### src/rtl/cap_rec_pkg.sv
package cap_rec_pkg;

    typedef enum logic [2:0] {
        ST_IDLE,
        ST_DEBOUNCE,
        ST_ARM,
        ST_SLOT,
        ST_REFRESH
    } cap_state_e;

endpackage

### src/rtl/cap_rec_debounce.sv
// Record-button release counter plus mode/polarity capture during the window.
module cap_rec_debounce #(
    parameter int POLLS = 100
) (
    input  logic clk,
    input  logic rst_n,
    input  logic active,
    input  logic rec,
    input  logic left,
    input  logic right,
    output logic done,
    output logic rise_next,
    output logic gated
);
    localparam int CW = $clog2(POLLS + 1);

    logic [CW-1:0] cnt_d, cnt_q;
    logic          rise_d, rise_q;

    always_comb begin
        cnt_d  = cnt_q;
        rise_d = rise_q;
        done   = 1'b0;
        if (!active) begin
            cnt_d = '0;
        end else begin
            if (left)  rise_d = 1'b0;
            if (right) rise_d = 1'b1;
            if (rec) begin
                cnt_d = '0;
            end else if (cnt_q == CW'(POLLS - 1)) begin
                done  = 1'b1;
                cnt_d = '0;
            end else begin
                cnt_d = cnt_q + 1'b1;
            end
        end
    end

    assign rise_next = rise_d;
    assign gated     = done & (left | right);

    always_ff @(posedge clk or negedge rst_n) begin
        if (!rst_n) begin
            cnt_q  <= '0;
            rise_q <= 1'b1;
        end else begin
            cnt_q  <= cnt_d;
            rise_q <= rise_d;
        end
    end
endmodule

### src/rtl/cap_rec_edge.sv
// Two-stage trigger history with polarity-selected edge detection.
module cap_rec_edge (
    input  logic clk,
    input  logic rst_n,
    input  logic trig,
    input  logic rise,
    output logic hit
);
    logic [1:0] hist_d, hist_q;

    always_comb begin
        hist_d = {hist_q[0], trig};
    end

    assign hit = rise ? (hist_q[0] & ~hist_q[1]) : (~hist_q[0] & hist_q[1]);

    always_ff @(posedge clk or negedge rst_n) begin
        if (!rst_n) hist_q <= '0;
        else        hist_q <= hist_d;
    end
endmodule

### src/rtl/cap_rec_strobe.sv
// Decodes slot phase or refresh step into address mux and strobes.
module cap_rec_strobe #(
    parameter int HALF_W = 8,
    parameter int PH_W   = 4
) (
    input  logic              slot_on,
    input  logic              refr_on,
    input  logic [PH_W-1:0]   phase,
    input  logic [HALF_W-1:0] row,
    input  logic [HALF_W-1:0] col,
    input  logic [HALF_W-1:0] refr_row,
    input  logic              refr_strobe,
    output logic [HALF_W-1:0] bus,
    output logic              ras_n,
    output logic              cas_n
);
    localparam logic [PH_W-1:0] PH_RAS_LO = PH_W'(2);
    localparam logic [PH_W-1:0] PH_COL    = PH_W'(3);
    localparam logic [PH_W-1:0] PH_CAS_LO = PH_W'(5);
    localparam logic [PH_W-1:0] PH_RAS_HI = PH_W'(7);

    always_comb begin
        bus   = row;
        ras_n = 1'b1;
        cas_n = 1'b1;
        if (slot_on) begin
            ras_n = !(phase >= PH_RAS_LO && phase < PH_RAS_HI);
            cas_n = (phase != PH_CAS_LO);
            if (phase >= PH_COL && phase < PH_RAS_HI) bus = col;
        end else if (refr_on) begin
            bus   = refr_row;
            ras_n = ~refr_strobe;
        end
    end
endmodule

### src/rtl/cap_rec_top.sv
module cap_rec_top
    import cap_rec_pkg::*;
#(
    parameter int ADDR_W         = 16,
    parameter int CH_W           = 4,
    parameter int SLOT_CYCLES    = 14,
    parameter int DEBOUNCE_POLLS = 100
) (
    input  logic                clk,
    input  logic                rst_n,
    input  logic                btn_rec,
    input  logic                btn_left,
    input  logic                btn_right,
    input  logic                trig_in,
    input  logic [CH_W-1:0]     smp_in,
    input  logic                refresh_req,
    output logic [ADDR_W/2-1:0] dram_addr,
    output logic                dram_ras_n,
    output logic                dram_cas_n,
    output logic                dram_we_n,
    output logic [CH_W-1:0]     dram_dq_out,
    output logic                dram_dq_oe,
    output logic                busy
);
    localparam int ROW_W = ADDR_W / 2;
    localparam int PH_W  = $clog2(SLOT_CYCLES);
    localparam logic [PH_W-1:0]   LAST_PH  = PH_W'(SLOT_CYCLES - 1);
    localparam logic [ADDR_W-1:0] TOP_ADDR = '1;
    localparam logic [ROW_W-1:0]  TOP_ROW  = '1;

    typedef struct packed {
        cap_state_e        st;
        logic [PH_W-1:0]   ph;
        logic [ADDR_W-1:0] addr;
        logic [CH_W-1:0]   data;
        logic              gated;
        logic              rise;
        logic              zero;
        logic [ROW_W-1:0]  rrow;
        logic              rph;
    } ctl_t;

    ctl_t ctl_d, ctl_q;

    logic db_done, db_rise, db_gated, edge_hit;
    logic slot_on, refr_on, cap_on;

    cap_rec_debounce #(.POLLS(DEBOUNCE_POLLS)) u_db (
        .clk       (clk),
        .rst_n     (rst_n),
        .active    (ctl_q.st == ST_DEBOUNCE),
        .rec       (btn_rec),
        .left      (btn_left),
        .right     (btn_right),
        .done      (db_done),
        .rise_next (db_rise),
        .gated     (db_gated)
    );

    cap_rec_edge u_edge (
        .clk   (clk),
        .rst_n (rst_n),
        .trig  (trig_in),
        .rise  (ctl_q.rise),
        .hit   (edge_hit)
    );

    always_comb begin
        ctl_d = ctl_q;
        unique case (ctl_q.st)
            ST_IDLE: begin
                if (btn_rec) begin
                    ctl_d.st = ST_DEBOUNCE;
                end else if (refresh_req) begin
                    ctl_d.st   = ST_REFRESH;
                    ctl_d.rrow = '0;
                    ctl_d.rph  = 1'b0;
                end
            end
            ST_DEBOUNCE: begin
                if (db_done) begin
                    ctl_d.addr  = '0;
                    ctl_d.zero  = 1'b0;
                    ctl_d.rise  = db_rise;
                    ctl_d.gated = db_gated;
                    ctl_d.ph    = '0;
                    if (db_gated) begin
                        ctl_d.st = ST_ARM;
                    end else begin
                        ctl_d.st   = ST_SLOT;
                        ctl_d.data = smp_in;
                    end
                end
            end
            ST_ARM: begin
                if (btn_rec) begin
                    ctl_d.zero = 1'b1;
                    ctl_d.data = '0;
                    ctl_d.ph   = '0;
                    ctl_d.st   = ST_SLOT;
                end else if (edge_hit) begin
                    ctl_d.data = smp_in;
                    ctl_d.ph   = '0;
                    ctl_d.st   = ST_SLOT;
                end
            end
            ST_SLOT: begin
                if (ctl_q.ph == LAST_PH) begin
                    ctl_d.ph   = '0;
                    ctl_d.addr = ctl_q.addr + 1'b1;
                    if (ctl_q.addr == TOP_ADDR) begin
                        ctl_d.st    = ST_IDLE;
                        ctl_d.zero  = 1'b0;
                        ctl_d.gated = 1'b0;
                    end else if (ctl_q.gated && !ctl_q.zero) begin
                        ctl_d.st = ST_ARM;
                    end else begin
                        ctl_d.data = ctl_q.zero ? '0 : smp_in;
                    end
                end else begin
                    ctl_d.ph = ctl_q.ph + 1'b1;
                end
            end
            ST_REFRESH: begin
                ctl_d.rph = ~ctl_q.rph;
                if (ctl_q.rph) begin
                    ctl_d.rrow = ctl_q.rrow + 1'b1;
                    if (ctl_q.rrow == TOP_ROW) ctl_d.st = ST_IDLE;
                end
            end
            default: ctl_d.st = ST_IDLE;
        endcase
    end

    always_ff @(posedge clk or negedge rst_n) begin
        if (!rst_n) begin
            ctl_q.st    <= ST_SLOT;
            ctl_q.ph    <= '0;
            ctl_q.addr  <= '0;
            ctl_q.data  <= '0;
            ctl_q.gated <= 1'b0;
            ctl_q.rise  <= 1'b1;
            ctl_q.zero  <= 1'b1;
            ctl_q.rrow  <= '0;
            ctl_q.rph   <= 1'b0;
        end else begin
            ctl_q <= ctl_d;
        end
    end

    assign slot_on = (ctl_q.st == ST_SLOT);
    assign refr_on = (ctl_q.st == ST_REFRESH);
    assign cap_on  = slot_on || (ctl_q.st == ST_ARM);

    cap_rec_strobe #(.HALF_W(ROW_W), .PH_W(PH_W)) u_strb (
        .slot_on     (slot_on),
        .refr_on     (refr_on),
        .phase       (ctl_q.ph),
        .row         (ctl_q.addr[ROW_W-1:0]),
        .col         (ctl_q.addr[ADDR_W-1:ROW_W]),
        .refr_row    (ctl_q.rrow),
        .refr_strobe (ctl_q.rph),
        .bus         (dram_addr),
        .ras_n       (dram_ras_n),
        .cas_n       (dram_cas_n)
    );

    assign dram_we_n   = ~cap_on;
    assign dram_dq_oe  = cap_on;
    assign dram_dq_out = ctl_q.data;
    assign busy        = (ctl_q.st != ST_IDLE);
endmodule

### config.mk
export PLATFORM = sky130hd
export DESIGN_NAME = cap_rec_top
export DESIGN_NICKNAME = d
export VERILOG_FILES = /design/src/rtl/cap_rec_pkg.sv /design/src/rtl/cap_rec_debounce.sv /design/src/rtl/cap_rec_edge.sv /design/src/rtl/cap_rec_strobe.sv /design/src/rtl/cap_rec_top.sv
export SDC_FILE = /design/constraint.sdc
export NUM_CORES = 1
export LEC_CHECK = 0
export BUFFER_PORTS_ARGS = -buffer_cell sky130_fd_sc_hd__buf_2
export CAP_MARGIN = 10
export CELL_PAD_IN_SITES_DETAIL_PLACEMENT = 1
export CELL_PAD_IN_SITES_GLOBAL_PLACEMENT = 2
export CORE_ASPECT_RATIO = 0.8
export CORE_UTILIZATION = 30
export DETAILED_ROUTE_END_ITERATION = 12
export PLACE_DENSITY_LB_ADDON = 0.1
export REMOVE_ABC_BUFFERS = 1
export SETUP_SLACK_MARGIN = 0.15
export SYNTH_ARGS = -nofsm -noshare
export SYNTH_HDL_FRONTEND = slang
export SYNTH_SLANG_ARGS = --single-unit
### constraint.sdc
create_clock -name clk -period 2.7 [get_ports clk]
set_input_delay 0 -clock clk [delete_from_list [all_inputs] [get_ports clk]]
set_output_delay 0 -clock clk [all_outputs]
set_load 0.005 [all_outputs]
==> summary.md <==
| Metric | Value |
|---|---|
| Average routed wire per standard cell | 17.3 um |
| Total Die Area | 0.0100 mm^2 |
| Detailed-routing iteration count for the pre-antenna-repair pass | 8 |
| Failing checks | DRC |
| Sequential cell area | 0.00123 mm^2 |
| Launching element type of the critical path | flop |
| Effective utilization at floorplan | 31.5% |
| Worst EP required | 2890 ps |
| I/O pin count | 28 |
| Standard-cell rows | 31 |
| Number of global-route vias before repair | 2518 |
| Tightest slew margin relative to the limit | 54.7% |
| Synthesis warning total | 0 |
| Most common library cells after synthesis | sky130_fd_sc_hd__dfrtp_1, sky130_fd_sc_hd__nor2_1, sky130_fd_sc_hd__nand2_1 |
| Power density over the cells | 618 mW/mm^2 |
| Clock tree skew after final layout | 6.35 ps |
| Clock sinks | 49 |
| Die X-Extent | 112 um |
| Fin nets | 356 |
| Finished Layout Cells | 457 |
| Final sum of negative setup slack | 0 ps |
| Multiplexer fraction of the synthesized cell area | 3.68% |
| Basic-gate share of the synthesized area counting and, or, nand and nor cells | 22.1% |
| Clock root cell | sky130_fd_sc_hd__clkbuf_16 |
| Final max-slew violation count | 0 |
| Core Region | 0.00919 mm^2 |
| Synth unique cells | 56 |
| Worst skew pair latency | 290 ps |
| Global-route wire length before repair | 13.6 mm |
| Area Overhead vs Synth | 17.5% |
| Share of the synthesized netlist area taken by xor and xnor gates | 6.97% |
| CP max FO | 15 |
| Largest net degree at the start of global routing | 50 |
| Total of flip-flops plus latches after synthesis | 49 |
| Result of the run | finished with violations |
| Total wire length after detailed routing | 7.89 mm |
| Die Y-Extent | 89.8 um |
| Number of clock buffers inserted by TritonCTS | 5 |
| Unrepaired setup endpoints after global routing | no |
| Final hold violations | 0 |
| Library cell with the highest instance count after synthesis | sky130_fd_sc_hd__dfrtp_1 |
| Time the final worst path needs with I/O delays and setup | 2280 ps |
| Largest cells by area after synthesis | sky130_fd_sc_hd__dfrtp_1, sky130_fd_sc_hd__nor2_1, sky130_fd_sc_hd__xnor2_1 |
| Most frequently used flop master after synthesis | sky130_fd_sc_hd__dfrtp_1 |
| Post-route ant nets | 0 |
| Routability congestion estimate | 0.725 |
| Number of port buffers | 27 |
| Number of placed instances with taps included | 443 |
| Global Route Usage Sum | 17.3% |
| Buffers from clock root to sink, at most | 2 |
| Kind of end point of the critical path | flop |
| Number of maximum-capacitance violations | 0 |
| Actual transition at the worst max-transition pin | 680 ps |
| TritonCTS clock tree | built |
| Leakage | 1.43 nW |
| Number of vias per cell | 5.18 |
| Maximum ir drop on the vdd rail | 0.000281 V |
| Post-synthesis compound-gate area fraction | 18.5% |
| Final setup violating endpoints | 0 |
| Critical Setup Path Class | reg -> reg |
| Total design power | 0.00210 W |
| Final critical-path share of the clock period | 84.3% |
| Grt ovf | 0 |
| Library cell occupying the most area in the post-synthesis netlist | sky130_fd_sc_hd__dfrtp_1 |
| Syn Inst Count | 302 |
| Fraction of registers with async set/reset | 100% |
| Post-synth top area share | 38.1% |
| Initial antenna violation count | 0 |
| F_max | 0.439 GHz |
| Critical Path AT | 2460 ps |
| Combinational family with the most area after synthesis | simple AND/OR/NAND/NOR gates |
| Area taken by multi-input logic gates | 0.00153 mm^2 |
| Average instance area after synthesis | 9.57 um^2 |
| DR DRC count | 1 |
| Post-synthesis sequential area ratio | 42.6% |
| Post-Route Utilization | 37.0% |
| Area of the mapped netlist | 0.00289 mm^2 |
| Antenna cells | 0 |
| Post-synth EDFFs | 0 |
| Arithmetic-cell share of the synthesized area counting full adders, half adders and majority gates | 1.30% |
| Number of inserted filler cells in the final layout | 1035 |
| Worst min path class | in -> reg |
| Fraction of layout cells with a size suffix above 1 | 23.7% |
| Post-detailed-placement half-perimeter wirelength | 5.73 mm |
| Register clock-pin slew on the reported worst setup and hold paths | 70 ps |
| H-tree depth | 2 |
| Violation count after the first detailed-route iteration | 95 |
| Vias | 2367 |
-- metrics by stage --
| stage | setup slack (ps) | cell area [um^2] | hold slack [ps] |
|---|---|---|---|
| after CTS | 152 | 3390 | 6.20 |
| after floorplan | -68.0 | 2800 | -296 |
| after detailed placement | 163 | 3180 | 110 |
| final | 424 | 3400 | 9.46 |
| after global placement | 226 | 3180 | 111 |
| after global routing | 294 | 3400 | 35.6 |
-- state kept, by name (all words and copies together) (netlist names) --
signal / count
ctl_q: 35
u_db.cnt_q: 7
dram_dq_out: 4
u_edge.hist_q: 2
u_db.rise_q: 1
-- cells by family after synthesis --
logic type / count (synthesis)
buffers and inverters: 26
AND/OR/NAND/NOR: 126
AO/OA/AOI/OAI: 65
adder cells (fa/ha/maj): 3
flip-flops: 49
multiplexers: 10
XOR/XNOR: 23
-- path summary, 6_finish.rpt --
path	cells past startpoint	slack [ps]	startpoint	end
min in group asynchronous	3	370	rst_n	u_db.cnt_q[0]
setup reg to reg	5	420	u_db.cnt_q[3]	ctl_q[31]
hold reg to reg	0	420	u_edge.hist_q[0]	u_edge.hist_q[1]
max in group asynchronous	3	1870	rst_n	ctl_q[38]
setup / recovery	5	420	u_db.cnt_q[3]	ctl_q[31]
hold / removal	3	9	refresh_req	ctl_q[38]
-- cells in the final DEF (no fill, tap or decap), types with 2 or more instances in the layout --
cell                            count
sky130_fd_sc_hd__a211oi_1           2
sky130_fd_sc_hd__nor4_1             2
sky130_fd_sc_hd__a211oi_2           7
sky130_fd_sc_hd__ha_1               3
sky130_fd_sc_hd__o21ai_0           10
sky130_fd_sc_hd__buf_4             13
sky130_fd_sc_hd__and3_1             4
sky130_fd_sc_hd__nand4_1            7
sky130_fd_sc_hd__dfrtp_1           44
sky130_fd_sc_hd__nor3_1             7
sky130_fd_sc_hd__nand3_1            6
sky130_fd_sc_hd__xor2_1             7
sky130_fd_sc_hd__buf_2             27
sky130_fd_sc_hd__a21o_1             9
sky130_fd_sc_hd__mux2i_1            5
sky130_fd_sc_hd__a211o_1            3
sky130_fd_sc_hd__a22o_1             9
sky130_fd_sc_hd__nor3b_1            3
sky130_fd_sc_hd__a2111oi_2          4
sky130_fd_sc_hd__nand2b_1           3
sky130_fd_sc_hd__or3_1              2
sky130_fd_sc_hd__nand2_1           31
sky130_fd_sc_hd__mux2_2             5
sky130_fd_sc_hd__nor2_2             4
sky130_fd_sc_hd__a21oi_1            8
sky130_fd_sc_hd__nor2b_1            3
sky130_fd_sc_hd__o311ai_0           2
sky130_fd_sc_hd__dfstp_2            5
sky130_fd_sc_hd__inv_1             12
sky130_fd_sc_hd__xnor2_1           16
sky130_fd_sc_hd__o211ai_1           2
sky130_fd_sc_hd__nor2_1            40
sky130_fd_sc_hd__dlygate4sd3_1      7
sky130_fd_sc_hd__clkbuf_16          5
-- worst max-delay path, stage by stage (launching register included) --
cell                       delay, ps
sky130_fd_sc_hd__dfrtp_1         410
sky130_fd_sc_hd__or4b_4          600
sky130_fd_sc_hd__or3_4           540
sky130_fd_sc_hd__a211oi_2        310
sky130_fd_sc_hd__a21oi_1         120
sky130_fd_sc_hd__a31o_1          190
-- power breakdown --
group	switching, W	internal (W)
Clock	0.000276	0.000365
Combinational	0.000326	0.000269
Sequential	0.0000565	0.000807
Total	0.000659	0.00144
-- final cells by class --
class / count / share of cell area (%)
tap: 115 / 4.24
clock buffer: 7 / 4.20
sequential: 49 / 36.3
inverter: 12 / 1.33
multi-input combinational: 227 / 45.0
timing repair buffer: 47 / 8.91
-- routing by layer --
metal	part of all wire (%)	vias up	track usage [%]
li1	-	1155	-
met1	57	1177	27.1
met2	39	26	23.8
met3	2.8	9	3.24
met4	1.2	0	4.84
met5	0	-	0
-- repair_timing --
action	4_1_cts	5_1_grt
endpoints found under the hold margin	50	0
buffers inserted	0	0
endpoints found under the setup margin	0	6
gates resized for setup	0	2
hold buffers	7	0
(Power assumes the default switching activity.)
